$ cat config.mk
export PLATFORM = sky130hd
export DESIGN_NAME = stepper_indexer
export DESIGN_NICKNAME = d
export VERILOG_FILES = /design/src/rtl/stepper_pkg.sv /design/src/rtl/quarter_sine_rom.sv /design/src/rtl/coil_wave.sv /design/src/rtl/indexer_pos_ctrl.sv /design/src/rtl/stepper_indexer.sv
export SDC_FILE = /design/constraint.sdc
export NUM_CORES = 1
export LEC_CHECK = 0
export BUFFER_PORTS_ARGS = -buffer_cell sky130_fd_sc_hd__buf_2
export CAP_MARGIN = 20
export CORE_UTILIZATION = 54
export DETAILED_ROUTE_END_ITERATION = 8
export GPL_TIMING_DRIVEN = 0
export MAX_ROUTING_LAYER = met4
export PLACE_DENSITY = 0.71
export SYNTH_ARGS = -nofsm -noshare
export SYNTH_HDL_FRONTEND = slang
export SYNTH_HIERARCHICAL = 1
export SYNTH_SLANG_ARGS = --single-unit
$ cat constraint.sdc
create_clock -name clk_i -period 14.2 [get_ports clk_i]
set_input_delay 2.84 -clock clk_i [delete_from_list [all_inputs] [get_ports clk_i]]
set_output_delay 2.84 -clock clk_i [all_outputs]
set_load 0.02 [all_outputs]
$ cat src/rtl/stepper_pkg.sv
package stepper_pkg;

  // log2 of the position stride for a given resolution code; qw is the
  // number of position bits per quarter cycle.
  function automatic int unsigned stride_shift(input logic [3:0] m,
                                               input int unsigned qw);
    int unsigned k;
    if (m == 4'd0 || m == 4'd1) begin
      k = 0;
    end else if (m == 4'd2) begin
      k = 1;
    end else if (m > 4'd10) begin
      k = 8;
    end else begin
      k = 32'(m) - 2;
    end
    return (k >= qw) ? 0 : qw - k;
  endfunction

  // Full-step grids sit on odd multiples of 45 degrees.
  function automatic logic grid_offset45(input logic [3:0] m);
    return (m == 4'd0) || (m == 4'd1);
  endfunction

  // Square-drive profiles: full step 100% and non-circular half step.
  function automatic logic square_drive(input logic [3:0] m);
    return (m == 4'd0) || (m == 4'd2);
  endfunction

  // Rational sine approximation over the first quarter:
  // sin(x) ~ 16 p / (5 N^2 - 4 p), p = u (N - u), N = half-cycle count.
  function automatic int quarter_sine(input int u, input int half_n,
                                      input int fs);
    longint p;
    longint num;
    longint den;
    p   = longint'(u) * longint'(half_n - u);
    num = 64'd16 * longint'(fs) * p;
    den = 64'd5 * longint'(half_n) * longint'(half_n) - 64'd4 * p;
    return int'((num + den / 2) / den);
  endfunction

endpackage

$ cat src/rtl/quarter_sine_rom.sv
module quarter_sine_rom
  import stepper_pkg::*;
#(
  parameter int QW    = 8,
  parameter int MAG_W = 8
) (
  input  logic [QW:0]      idx_i,
  output logic [MAG_W-1:0] mag_o
);
  localparam int ENTRIES = (1 << QW) + 1;
  localparam int FS      = (1 << MAG_W) - 1;
  localparam int HALF_N  = 1 << (QW + 1);

  logic [MAG_W-1:0] tbl [ENTRIES];

  for (genvar gi = 0; gi < ENTRIES; gi++) begin : g_ent
    localparam int V = quarter_sine(gi, HALF_N, FS);
    assign tbl[gi] = MAG_W'(V);
  end

  assign mag_o = (32'(idx_i) < ENTRIES) ? tbl[idx_i] : '0;
endmodule

$ cat src/rtl/coil_wave.sv
module coil_wave
  import stepper_pkg::*;
#(
  parameter int POS_W = 10,
  parameter int AMP_W = 9,
  parameter int PHASE = 0
) (
  input  logic                    clk_i,
  input  logic                    rst_ni,
  input  logic [POS_W-1:0]        pos_i,
  input  logic                    sq_i,
  output logic signed [AMP_W-1:0] amp_o
);
  localparam int QW = POS_W - 2;
  localparam int MW = AMP_W - 1;
  localparam logic [MW-1:0] FS = {MW{1'b1}};
  localparam logic [QW:0]   QTR = (QW+1)'(1 << QW);

  logic [POS_W-1:0] ph;
  logic [QW-1:0]    q;
  logic [QW:0]      idx;
  logic             neg;
  logic [MW-1:0]    rom_mag;
  logic [MW-1:0]    mag;

  assign ph  = pos_i + POS_W'(PHASE);
  assign q   = ph[QW-1:0];
  assign idx = ph[QW] ? (QTR - {1'b0, q}) : {1'b0, q};
  assign neg = ph[QW+1];

  quarter_sine_rom #(.QW(QW), .MAG_W(MW)) rom_i (
    .idx_i (idx),
    .mag_o (rom_mag)
  );

  always_comb begin
    if (sq_i) mag = (idx == '0) ? '0 : FS;
    else      mag = rom_mag;
    amp_o = neg ? -$signed({1'b0, mag}) : $signed({1'b0, mag});
  end

  // square drive yields only zero or full scale
  a_r8_square_levels: assert property (@(posedge clk_i) disable iff (!rst_ni)
    sq_i |-> (amp_o == 0 || amp_o == $signed({1'b0, FS}) ||
              amp_o == -$signed({1'b0, FS})));
endmodule

$ cat src/rtl/indexer_pos_ctrl.sv
module indexer_pos_ctrl
  import stepper_pkg::*;
#(
  parameter int POS_W = 10
) (
  input  logic             clk_i,
  input  logic             rst_ni,
  input  logic             step_i,
  input  logic             dir_i,
  input  logic [3:0]       mode_i,
  input  logic             idx_clr_i,
  output logic [POS_W-1:0] pos_o,
  output logic             sq_o
);
  localparam int QW = POS_W - 2;
  localparam logic [POS_W-1:0] HOME = POS_W'(1) << (POS_W - 3);

  logic             step_q;
  logic             step_rise;
  logic [POS_W-1:0] pos_q, pos_nx;
  logic             sq_q;
  int unsigned      sh;
  logic [POS_W-1:0] stride, mask, off, rel, base;
  logic             aligned;

  assign step_rise = step_i & ~step_q;

  always_comb begin
    sh      = stride_shift(mode_i, QW);
    stride  = POS_W'(1) << sh;
    mask    = stride - POS_W'(1);
    off     = grid_offset45(mode_i) ? HOME : '0;
    rel     = pos_q - off;
    base    = rel & ~mask;
    aligned = (rel & mask) == '0;
    if (dir_i)        pos_nx = off + base + stride;
    else if (aligned) pos_nx = off + base - stride;
    else              pos_nx = off + base;
  end

  always_ff @(posedge clk_i or negedge rst_ni) begin
    if (!rst_ni) begin
      step_q <= 1'b0;
      pos_q  <= HOME;
      sq_q   <= 1'b0;
    end else begin
      step_q <= step_i;
      if (idx_clr_i) begin
        pos_q <= HOME;
        sq_q  <= 1'b0;
      end else if (step_rise) begin
        pos_q <= pos_nx;
        sq_q  <= square_drive(mode_i);
      end
    end
  end

  assign pos_o = pos_q;
  assign sq_o  = sq_q;

  a_r2_clear_home: assert property (@(posedge clk_i) disable iff (!rst_ni)
    idx_clr_i |=> (pos_q == HOME && !sq_q));

  a_r3_hold_without_edge: assert property (@(posedge clk_i) disable iff (!rst_ni)
    (!step_rise && !idx_clr_i) |=> ($stable(pos_q) && $stable(sq_q)));

  a_r4_forward_stride: assert property (@(posedge clk_i) disable iff (!rst_ni)
    (step_rise && !idx_clr_i && dir_i && aligned) |=>
      (pos_q == $past(pos_q) + $past(stride)));

  a_r4_reverse_stride: assert property (@(posedge clk_i) disable iff (!rst_ni)
    (step_rise && !idx_clr_i && !dir_i && aligned) |=>
      (pos_q == $past(pos_q) - $past(stride)));

  a_r9_lands_on_grid: assert property (@(posedge clk_i) disable iff (!rst_ni)
    (step_rise && !idx_clr_i) |=> (((pos_q - $past(off)) & $past(mask)) == '0));
endmodule

$ cat src/rtl/stepper_indexer.sv
module stepper_indexer
  import stepper_pkg::*;
#(
  parameter int POS_W = 10,
  parameter int AMP_W = 9
) (
  input  logic                    clk_i,
  input  logic                    rst_ni,
  input  logic                    step_i,
  input  logic                    dir_i,
  input  logic [3:0]              mode_i,
  input  logic                    idx_clr_i,
  output logic signed [AMP_W-1:0] coil_a_o,
  output logic signed [AMP_W-1:0] coil_b_o
);
  localparam int QW = POS_W - 2;
  localparam int FS = (1 << (AMP_W - 1)) - 1;

  logic [POS_W-1:0]        pos_w;
  logic                    sq_w;
  logic signed [AMP_W-1:0] coil_w [2];

  indexer_pos_ctrl #(.POS_W(POS_W)) ctrl_i (
    .clk_i     (clk_i),
    .rst_ni    (rst_ni),
    .step_i    (step_i),
    .dir_i     (dir_i),
    .mode_i    (mode_i),
    .idx_clr_i (idx_clr_i),
    .pos_o     (pos_w),
    .sq_o      (sq_w)
  );

  // coil 0 = sine (A), coil 1 = cosine (B), a quarter cycle ahead
  for (genvar gc = 0; gc < 2; gc++) begin : g_coil
    coil_wave #(.POS_W(POS_W), .AMP_W(AMP_W),
                .PHASE(gc * (1 << QW))) wave_i (
      .clk_i  (clk_i),
      .rst_ni (rst_ni),
      .pos_i  (pos_w),
      .sq_i   (sq_w),
      .amp_o  (coil_w[gc])
    );
  end

  assign coil_a_o = coil_w[0];
  assign coil_b_o = coil_w[1];

  a_r5_amp_bound: assert property (@(posedge clk_i) disable iff (!rst_ni)
    (coil_a_o <= FS && coil_a_o >= -FS && coil_b_o <= FS && coil_b_o >= -FS));

  a_r3_outputs_hold: assert property (@(posedge clk_i) disable iff (!rst_ni)
    $stable(pos_w) && $stable(sq_w) |-> $stable(coil_a_o) && $stable(coil_b_o));
endmodule

==> impl_metrics.toml, run 1 <==
[synth]
yosys-top-cells-area = "ha_1, a21oi_1, nor2_1"
synth_fa_ha_area_share_pct = 9.15
synth_compound_area_share_pct = 38.6
synth_edf_count = 0
seq_area_frac_synth_pct = 4.01
yosys_warnings = 6
synthSimpleGateAreaFrac_pct = 29.9
ys_types = 100
synth_top_family_by_area = "compound AO/OA/AOI/OAI gates"
syn_inst = 1138
avgSynthCellArea_um2 = 6.61
async_reset_ff_share_pct = 100
synth-main-ff-cell = "dfrtp_1"
ys_ff_latch = 12
yosysTopAreaCell = "ha_1"
muxShareOfSynthArea_pct = 4.09
syn_area_um2 = 7520
synth_xor_area_share_pct = 4.84
synth_top_area_share_pct = 9.15

[timing]
setup_ws_ns = 4.42
layout_min_cycle_time_ns = 9.78
fin_tns_setup_ns = 0
setup_viol = 0
hold_ws_ns = 0.680
skew_ns = 0.00206
worst_pin_slew_ns = 1.07
drv_slew = 0
rsz0062_at_grt = "no"
finalHoldViolations = 0
layout_worst_path_cycle_share_pct = 68.8
relSlewSlack_pct = 27.8
fmax_mhz = 102

[critical_path]
slowest_stage = "a21boi_1"
r2r_cells = 12
slowest_delay_ns = 0.58
cp_common_cell = "ha_1"
crit_fanout = 9
arrival_ns = 9.87
rrSetupSlack_ns = 10.46
timing.rr.start = "ctrl_i/pos_o[2]"
startpoint_type = "input port"
worstReg2RegEnd = "ctrl_i/pos_o[9]"
path_class = "in -> reg"
required_ns = 14.29
endpoint_kind = "flop"

[clocking]
numCtsBuffers = 3
insertion_delay_ns = 0.24
ctsHtreeMaxLevel = 1
clockBufferDepth = 2
cts.reportedPaths.clkPinSlew_ns = 0.04
postCtsResizedCells = 0
root_buffer = "clkbuf_16"
ctsHoldBuffers = 0
postCtsSetupRepairBufs = 0
cts.sinks = 12
cts_tree = "yes"

[place]
io_buffers = 26
placed_cell_area_um2 = 7890
dpl_worst_slack_ns = 4.40
place_congestion = 1.03
dp_hpwl_mm = 21.3

[detailed_routing]
drtIter0Drc = 1695
drc = 0
dr.pass1.iters = 6
post_drt_wl_per_cell_um = 21.2
routed_wl_mm = 28.6
via_per_inst = 7.05
num_vias = 9504
ant_nets = 0

[flow_run]
cap_viol_max_count = 0

[pwr]
ir_drop_mv = 0.0436
p_per_area_nw_per_um2 = 94.2
leakagePower_nw = 3.23

[global_route]
overflow = 0
grt_usage_pct = 40.3
grt_pass1_wl_mm = 45.5
grt_pass1_vias = 8694
antenna_found_initial = 0
grt_max_degree = 27

[outcome]
status = "finished clean"

[final_layout]
drive_above_1_share_pct = 11.3
fin_area_um2 = 7980
area_delta_synth_final_pct = 6.09
fin_util_pct = 59.6
num-nets-final = 1238
diodes = 0

[floorplanning]
core_area_um2 = 13400
rows = 42
num_io_pins = 27
dieArea_um2 = 14400
die_h_um = 120
die_w_um = 120
start_util_pct = 56.1

[worst_hold_path]
min_path_cells = 3
hold_start = "ctrl_i/step_q"
hold_path_class = "reg -> reg"
min_to = "ctrl_i/pos_o[4]"
==> Yosys cell counts (all sizes together) (11+ instances only) <==
master / number
or2: 13
nor2: 117
xnor2: 23
a2111oi: 11
and3: 14
a221oi: 14
a21o: 12
dfrtp: 11
nand3: 19
a21oi: 93
ha: 55
clkbuf: 36
a31oi: 20
o211ai: 21
mux2i: 18
o31ai: 13
o22ai: 13
and2: 13
nand2: 95
a211oi: 24
buf: 62
o21ai: 88
xor2: 16
nor4: 11
inv: 57
nor2b: 19
nor3: 40
nand2b: 38
==> stage by stage <==
stage	std cells	power, mW
after floorplan	1143	0.505
after global placement	1345	0.672
after detailed placement	1345	0.668
after CTS	1349	0.728
after global routing	1349	0.801
final	1349	0.752
==> sequential cells by signal, indices dropped and copies added, names as in the netlist <==
register       flops
ctrl_i/pos_o      10
ctrl_i/sq_o        1
ctrl_i/step_q      1
==> critical path: cells and delay by family <==
kind / cells / cell delay, ns
and+or+nand+nor: 10 / 2.17
AOI/OAI and AO/OA: 8 / 2.25
muxes: 1 / 0.25
adders and majority gates: 5 / 1.51
buffers and inverters: 5 / 0.83
==> metal layers <==
| layer | GRT usage (%) | up-vias | wire, um |
|---|---|---|---|
| li1 | - | 4319 | - |
| met1 | 54.5 | 4370 | 12000 |
| met2 | 59.1 | 702 | 11800 |
| met3 | 8.89 | 113 | 3970 |
| met4 | 13.0 | 0 | 837 |
| met5 | - | - | 0 |
==> final cells by class <==
type	instances	area, um2
Buffer	98	480
Clock buffer	4	88.8
Fill cell	1313	5420
Inverter	59	221
Multi-Input combinational cell	974	6540
Sequential cell	12	302
Tap cell	176	220
Timing Repair Buffer	26	130
==> where the power goes <==
| part | switching, mW | total [mW] | internal [mW] | leakage [nW] |
|---|---|---|---|---|
| Clock | 0.0146 | 0.0571 | 0.0425 | 0.0442 |
| Combinational | 0.417 | 0.650 | 0.233 | 3.03 |
| Sequential | 0.00823 | 0.0445 | 0.0363 | 0.159 |
==> how the worst max path moves through the flow <==
stage                   start               to  slack [ns]  cells past startpoint
floorplan           mode_i[3]  ctrl_i/pos_o[9]        5.52                     28
global placement    mode_i[2]  ctrl_i/pos_o[9]        4.39                     29
detailed placement  mode_i[2]  ctrl_i/pos_o[9]        4.40                     29
CTS                 mode_i[2]  ctrl_i/pos_o[9]        4.60                     29
global route        mode_i[2]  ctrl_i/pos_o[9]        4.00                     29
finish              mode_i[2]  ctrl_i/pos_o[9]        4.42                     29
==> cell usage in the layout, fill, tap and decap left out, types with 9 or more instances in the layout <==
| cell type | netlist | final |
|---|---|---|
| o22ai_1 | 13 | 13 |
| a21oi_1 | 91 | 91 |
| nor3_1 | 38 | 38 |
| buf_2 | 42 | 68 |
| xor2_1 | 16 | 16 |
| nand4_1 | 9 | 9 |
| a211oi_1 | 24 | 24 |
| o211ai_1 | 21 | 21 |
| mux2i_1 | 18 | 18 |
| or2_2 | 9 | 9 |
| and3_1 | 14 | 14 |
| xnor2_1 | 23 | 23 |
| ha_1 | 55 | 55 |
| o31ai_1 | 12 | 12 |
| inv_1 | 55 | 55 |
| nor2_1 | 117 | 117 |
| dfrtp_1 | 11 | 11 |
| nand3_1 | 19 | 19 |
| buf_4 | 12 | 12 |
| and2_1 | 12 | 12 |
| nand2b_1 | 38 | 38 |
| o311ai_0 | 10 | 10 |
| clkbuf_1 | 36 | 36 |
| o21a_1 | 9 | 9 |
| nand2_1 | 94 | 94 |
| nor2b_1 | 19 | 19 |
| a221oi_1 | 12 | 12 |
| a211o_1 | 9 | 9 |
| o21ai_0 | 85 | 85 |
| a31oi_1 | 20 | 20 |
| a21o_1 | 11 | 11 |
==> logic make-up (layout without fill, tap and decap cells) <==
logic type | count (synthesis) | after routing
AOI/OAI and AO/OA | 417 | 417
xor gates and xnor gates | 40 | 40
adders and majority gates | 55 | 55
buffers and inverters | 157 | 187
DFF | 12 | 12
muxes | 25 | 25
other | 2 | 7
and+or+nand+nor | 430 | 430
Note: power is estimated with default switching activity, not from simulation.
==> inputs of run 2 (changes only) <==
--- a/config.mk
+++ b/config.mk
@@ -5,6 +5,7 @@
 export SDC_FILE = /design/constraint.sdc
 export NUM_CORES = 1
 export LEC_CHECK = 0
+export ABC_AREA = 1
 export BUFFER_PORTS_ARGS = -buffer_cell sky130_fd_sc_hd__buf_2
 export CAP_MARGIN = 20
 export CORE_UTILIZATION = 54
==> constraint.sdc (replaced) <==
create_clock -name clk_i -period 10.05 [get_ports clk_i]
set_input_delay 2.01 -clock clk_i [delete_from_list [all_inputs] [get_ports clk_i]]
set_output_delay 2.01 -clock clk_i [all_outputs]
set_load 0.02 [all_outputs]
==> run 2 against run 1 <==
Via count decreased by 8.2%. Final cell count up 16%. Sequential share of layout area grew 0.19 points. Clock power rose by 26%. Power rose by 50%. Worst setup slack worse by 1.4 ns. Non-clock buffer count decreased by 53. Critical path type is now reg -> out.
==> impl_metrics.toml, run 2 <==
[floorplanning]
dieArea_um2 = 13700
die_w_um = 117
core_area_um2 = 12800
rows = 41
num_io_pins = 27
start_util_pct = 55.9
die_h_um = 117

[final_layout]
mostFrequentLayoutCell = "nand2_1"
num-nets-final = 1454
drive_above_1_share_pct = 14.0
area_delta_synth_final_pct = 6.41
layout_common_cells = "nand2_1, nand3_1, inv_1"
largest_reg_flops = 10
fin_area_um2 = 7600
nFillCells = 1372
fin_util_pct = 59.5
diodes = 0
finalNonFillerCells = 1561

[clocking]
cts.sinks = 12
cts.reportedPaths.clkPinSlew_ns = 0.04
postCtsResizedCells = 0
root_buffer = "clkbuf_16"
cts_tree = "yes"
clockBufferDepth = 2
ctsHtreeMaxLevel = 1
postCtsSetupRepairBufs = 0
numCtsBuffers = 3
ctsHoldBuffers = 0
insertion_delay_ns = 0.24

[synth]
avgSynthCellArea_um2 = 5.29
synth_top_family_by_area = "simple AND/OR/NAND/NOR gates"
async_reset_ff_share_pct = 100
yosys_warnings = 6
muxShareOfSynthArea_pct = 0
synthSimpleGateAreaFrac_pct = 55.5
synth_fa_ha_area_share_pct = 9.63
synth-main-ff-cell = "dfrtp_1"
syn_area_um2 = 7150
synth_edf_count = 0
synth_xor_area_share_pct = 2.78
synthMostInstantiatedCell = "nand2_1"
ys_top_cells_by_count = "nand2_1, nand3_1, inv_1, nor2_1, a21oi_1"
synth_compound_area_share_pct = 14.4
ys_types = 56
syn_inst = 1352
yosysTopAreaCell = "nand2_1"
seq_area_frac_synth_pct = 4.22
yosys-top-cells-area = "nand2_1, nand3_1, ha_1"
synth_top_area_share_pct = 24.6
ys_ff_latch = 12

[place]
dpl_worst_slack_ns = 3.02
dp_hpwl_mm = 18.2
placed_cell_area_um2 = 7520
placed_cells = 1557
io_buffers = 26
place_congestion = 1.02

[critical_path]
path_cells = "inv_1 > ha_1 > nor2_1 > xor2_1 > inv_2 > buf_2 > ha_1 > inv_1 > nor4_1 > a31oi_1 > inv_1 > nand2_1 > inv_1 > or2_2 > o31ai_4 > nand2_2 > nand2_1 > nand2_1 > nand2_1 > inv_1 > buf_2"
crit_fanout = 20
required_ns = 8.04
arrival_ns = 5.06
endpoint_kind = "output port"
slowest_stage = "dfrtp_1"
path_class = "reg -> out"
cp_common_cell = "inv_1"
startpoint_type = "flop"
slowest_delay_ns = 0.98

[timing]
hold_ws_ns = 0.575
worst_pin_slew_ns = 0.977
fin_tns_setup_ns = 0
fmax_mhz = 142
setup_viol = 0
rsz0062_at_grt = "no"
finalHoldViolations = 0
layout_worst_path_cycle_share_pct = 70.3
setup_ws_ns = 2.98
relSlewSlack_pct = 34.9
layout_min_cycle_time_ns = 7.07
skew_ns = 0.00175
drv_slew = 0

[global_route]
grt_pass1_vias = 7801
grt_max_degree = 21
overflow = 0
grt_pass1_wl_mm = 37.1
grt_usage_pct = 34.9
antenna_found_initial = 0

[outcome]
status = "finished clean"

[detailed_routing]
ant_nets = 0
drc = 0
routed_wl_mm = 22.8
dr.pass1.iters = 8
num_vias = 8725
post_drt_wl_per_cell_um = 14.6
drtIter0Drc = 956
via_per_inst = 5.59

[flow_run]
cap_viol_max_count = 0

[pwr]
ir_drop_mv = 0.0690
p_per_area_nw_per_um2 = 148
leakagePower_nw = 4.28
finalPower_mw = 1.13

[worst_hold_path]
hold_path_class = "reg -> reg"
==> run 2: cell types whose count changed after synthesis, sizes merged, moves of 30 or more <==
| cell | before | now |
|---|---|---|
| o21ai | 88 | 58 |
| nand3 | 19 | 167 |
| inv | 57 | 171 |
| nor3 | 40 | 5 |
| nand2 | 95 | 502 |
| nand2b | 38 | 0 |
==> run 2: power breakdown <==
group	total (mW)	leakage, nW	internal (mW)	switching [mW]
registers	0.0613	0.159	0.0517	0.00961
logic	0.992	4.08	0.330	0.662
clock network	0.0720	0.0382	0.0532	0.0188
total	1.13	4.28	0.435	0.690
==> run 2: cells by family after synthesis <==
group | after synthesis
compound gates | 177
xor+xnor | 21
fa+ha+maj | 55
buf+inv | 220
flops | 12
other cells | 2
simple gates | 865
==> run 2: routing by layer <==
metal	GRT usage, %	share of wire, %
met5	-	0
met4	12.2	3.1
met3	4.33	8.4
met2	56.3	45
met1	45.0	43
==> run 2: path summary, 6_finish.rpt <==
| check | start | end | slack, ns | cells past startpoint |
|---|---|---|---|---|
| hold reg to reg | ctrl_i/pos_o[9] | ctrl_i/pos_o[9] | 0.58 | 2 |
| min in group asynchronous | rst_ni | ctrl_i/pos_o[8] | 1.65 | 1 |
| setup / recovery | ctrl_i/pos_o[0] | coil_b_o[7] | 2.98 | 21 |
| hold / removal | ctrl_i/pos_o[9] | ctrl_i/pos_o[9] | 0.58 | 2 |
| setup reg to reg | ctrl_i/pos_o[4] | ctrl_i/pos_o[9] | 7.31 | 15 |
| max in group asynchronous | rst_ni | ctrl_i/pos_o[7] | 8.13 | 1 |
==> run 2: layout make-up <==
cell class | instances | area (um2) | area share (%)
well taps | 172 | 215 | 2.83
multi-input cells | 1125 | 5910 | 77.7
clock buffers | 4 | 78.8 | 1.04
inverters | 177 | 678 | 8.92
plain buffers | 43 | 275 | 3.62
flip-flops and latches | 12 | 302 | 3.97
repair buffers | 28 | 145 | 1.91
==> run 2: critical path, delay by kind of cell (launching register included) <==
kind,cells,cell delay [ns]
compound gates,2,0.89
xor+xnor,1,0.55
fa+ha+maj,2,0.51
buf+inv,8,0.97
flops,1,0.98
simple gates,8,0.89
==> inputs of run 3 (changes only) <==
--- a/config.mk
+++ b/config.mk
@@ -12,7 +12,7 @@
 export DETAILED_ROUTE_END_ITERATION = 8
 export GPL_TIMING_DRIVEN = 0
 export MAX_ROUTING_LAYER = met4
-export PLACE_DENSITY = 0.71
+export PLACE_DENSITY = 0.74
 export SYNTH_ARGS = -nofsm -noshare
 export SYNTH_HDL_FRONTEND = slang
 export SYNTH_HIERARCHICAL = 1
==> constraint.sdc (replaced) <==
create_clock -name clk_i -period 5.85 [get_ports clk_i]
set_input_delay 1.17 -clock clk_i [delete_from_list [all_inputs] [get_ports clk_i]]
set_output_delay 1.17 -clock clk_i [all_outputs]
set_load 0.02 [all_outputs]
==> run 3 against run 2 <==
Worst setup slack lost 2.6 ns. Flip-flop and latch count is the same. Via count grew 1.2%. Count of clock-buffer cells in the layout is the same. Sequential power grew 68%. Hold slack gained 0.011 ns. Critical endpoint is now coil_b_o[6]. Final cell count is essentially flat. Sequential share of layout area is essentially flat. Register-to-register slack lost 4.1 ns. Clock skew grew 0.0011 ns. Largest cell class unchanged. Non-clock buffer count grew 1. First-iteration DRC count grew 1.7%.
==> impl_metrics.toml, run 3 (synthesis results as in run 2) <==
[clocking]
clockBufferDepth = 2
cts_tree = "yes"
ctsHtreeMaxLevel = 1
numCtsBuffers = 3
ctsHoldBuffers = 0
root_buffer = "clkbuf_16"
cts.sinks = 12
insertion_delay_ns = 0.24
cts.reportedPaths.clkPinSlew_ns = 0.04

[critical_path]
crit_fanout = 12
endpoint_kind = "output port"
arrival_ns = 4.32
worstReg2RegEnd = "ctrl_i/pos_o[9]"
cp_common_cell = "nand2_1"
path_class = "reg -> out"
timing.rr.start = "ctrl_i/pos_o[7]"
startpoint_type = "flop"
required_ns = 4.68
slowest_stage = "dfrtp_1"
slowest_delay_ns = 0.53
r2r_cells = 13
rrSetupSlack_ns = 3.18

[final_layout]
layout_common_cells = "nand2_1, nand3_1, inv_1"
drive_above_1_share_pct = 15.0
nFillCells = 1360
fin_area_um2 = 7680
multiInputGateArea_um2 = 5950
finalNonFillerCells = 1562
diodes = 0
largest_reg_flops = 10
area_delta_synth_final_pct = 7.44
regArea_um2 = 305
num-nets-final = 1455
fin_util_pct = 60.1
mostFrequentLayoutCell = "nand2_1"

[detailed_routing]
drc = 0
ant_nets = 0
via_per_inst = 5.65
drtIter0Drc = 972
dr.pass1.iters = 6
routed_wl_mm = 22.7
num_vias = 8830
post_drt_wl_per_cell_um = 14.5

[global_route]
overflow = 0
grt_pass1_vias = 7830
grt_max_degree = 21
grt_pass1_wl_mm = 37.1
antenna_found_initial = 0
grt_usage_pct = 34.8

[worst_hold_path]
min_path_cells = 2
hold_path_class = "reg -> reg"
hold_start = "ctrl_i/pos_o[9]"
min_to = "ctrl_i/pos_o[9]"

[pwr]
sequentialPowerShare_pct = 5.3
leakagePower_nw = 4.30
p_sw_mw = 1.20
p_comb_share_pct = 87.6
ir_drop_mv = 0.0955
swShare_pct = 61.1
cell_internal_pwr_uw = 762
p_per_area_nw_per_um2 = 255
clkPwrFrac_pct = 7.1

[timing]
finalHoldViolations = 0
layout_min_cycle_time_ns = 5.49
layout_worst_path_cycle_share_pct = 93.8
skew_ns = 0.00281
fmax_mhz = 182
drv_slew = 0
hold_ws_ns = 0.586
worst_pin_slew_ns = 0.598
setup_viol = 0
relSlewSlack_pct = 60.1

[outcome]
status = "finished clean"

[floorplanning]
dieArea_um2 = 13700
die_w_um = 117
rows = 41
die_h_um = 117
core_area_um2 = 12800
start_util_pct = 55.9
num_io_pins = 27

[place]
placed_cells = 1556
io_buffers = 26
placed_cell_area_um2 = 7520
place_congestion = 1.01
dp_hpwl_mm = 18.0

[flow_run]
cap_viol_max_count = 0
==> run 3: cell count changes in the layout (fill, tap and decap cells not counted), moves of 2 or more <==
cell      delta
nor2_2       +2
a31oi_2      +2
nor2_1       -3
a31oi_1      -2
clkbuf_1     -2
==> run 3: repair_timing <==
action	4_1_cts	5_1_grt
pin swaps	0	1
resized for setup	3	12
setup endpoints to repair	14	19
setup buffers	0	3
gates cloned	0	0
==> run 3: power groups by stage <==
stage	registers (mW)	logic, mW	clock network (mW)
2_1_floorplan	0.0996	1.28	0
3_3_place_gp	0.105	1.66	0
3_5_place_dp	0.105	1.66	0
4_1_cts	0.104	1.67	0.140
5_1_grt	0.104	1.91	0.144
6_report	0.103	1.72	0.140
==> run 3: how the worst max path moves through the flow <==
stage,start,to
floorplan,mode_i[1],ctrl_i/pos_o[9]
global placement,ctrl_i/pos_o[0],coil_b_o[6]
detailed placement,mode_i[1],ctrl_i/pos_o[9]
CTS,mode_i[1],ctrl_i/pos_o[9]
global route,mode_i[2],ctrl_i/pos_o[9]
finish,ctrl_i/pos_o[8],coil_b_o[6]
==> run 3: critical path: cells and delay by family, from the launching register on <==
family	cells	cell delay, ns
and+or+nand+nor	15	1.62
DFF	1	0.53
AOI/OAI and AO/OA	2	0.58
adders and majority gates	2	0.65
buffers and inverters	6	0.71
==> run 3: routing by layer <==
layer  share of wire [%]  track usage, %  vias up
met5                   0               -        -
met1                  43            44.8     3910
met3                 9.1            4.27       55
met2                  45            56.1      438
li1                    -               -     4427
met4                 3.0            12.6        0
==> run 3: layout make-up <==
type | instances | share of cell area [%]
Tap cell | 172 | 2.80
Timing Repair Buffer | 30 | 2.13
Sequential cell | 12 | 3.98
Buffer | 42 | 3.57
Multi-Input combinational cell | 1125 | 77.5
Clock buffer | 4 | 1.16
Inverter | 177 | 8.83
==> run 3: per-stage QoR <==
| stage | TNS (ns) | setup WS [ns] | total power [mW] |
|---|---|---|---|
| after global routing | -0.0304 | -0.0304 | 2.16 |
| after global placement | -4.88 | -0.369 | 1.77 |
| after detailed placement | -2.00 | -0.337 | 1.77 |
| after floorplan | 0 | 0.476 | 1.38 |
| final | 0 | 0.361 | 1.96 |
| after CTS | 0 | 0.0411 | 1.92 |
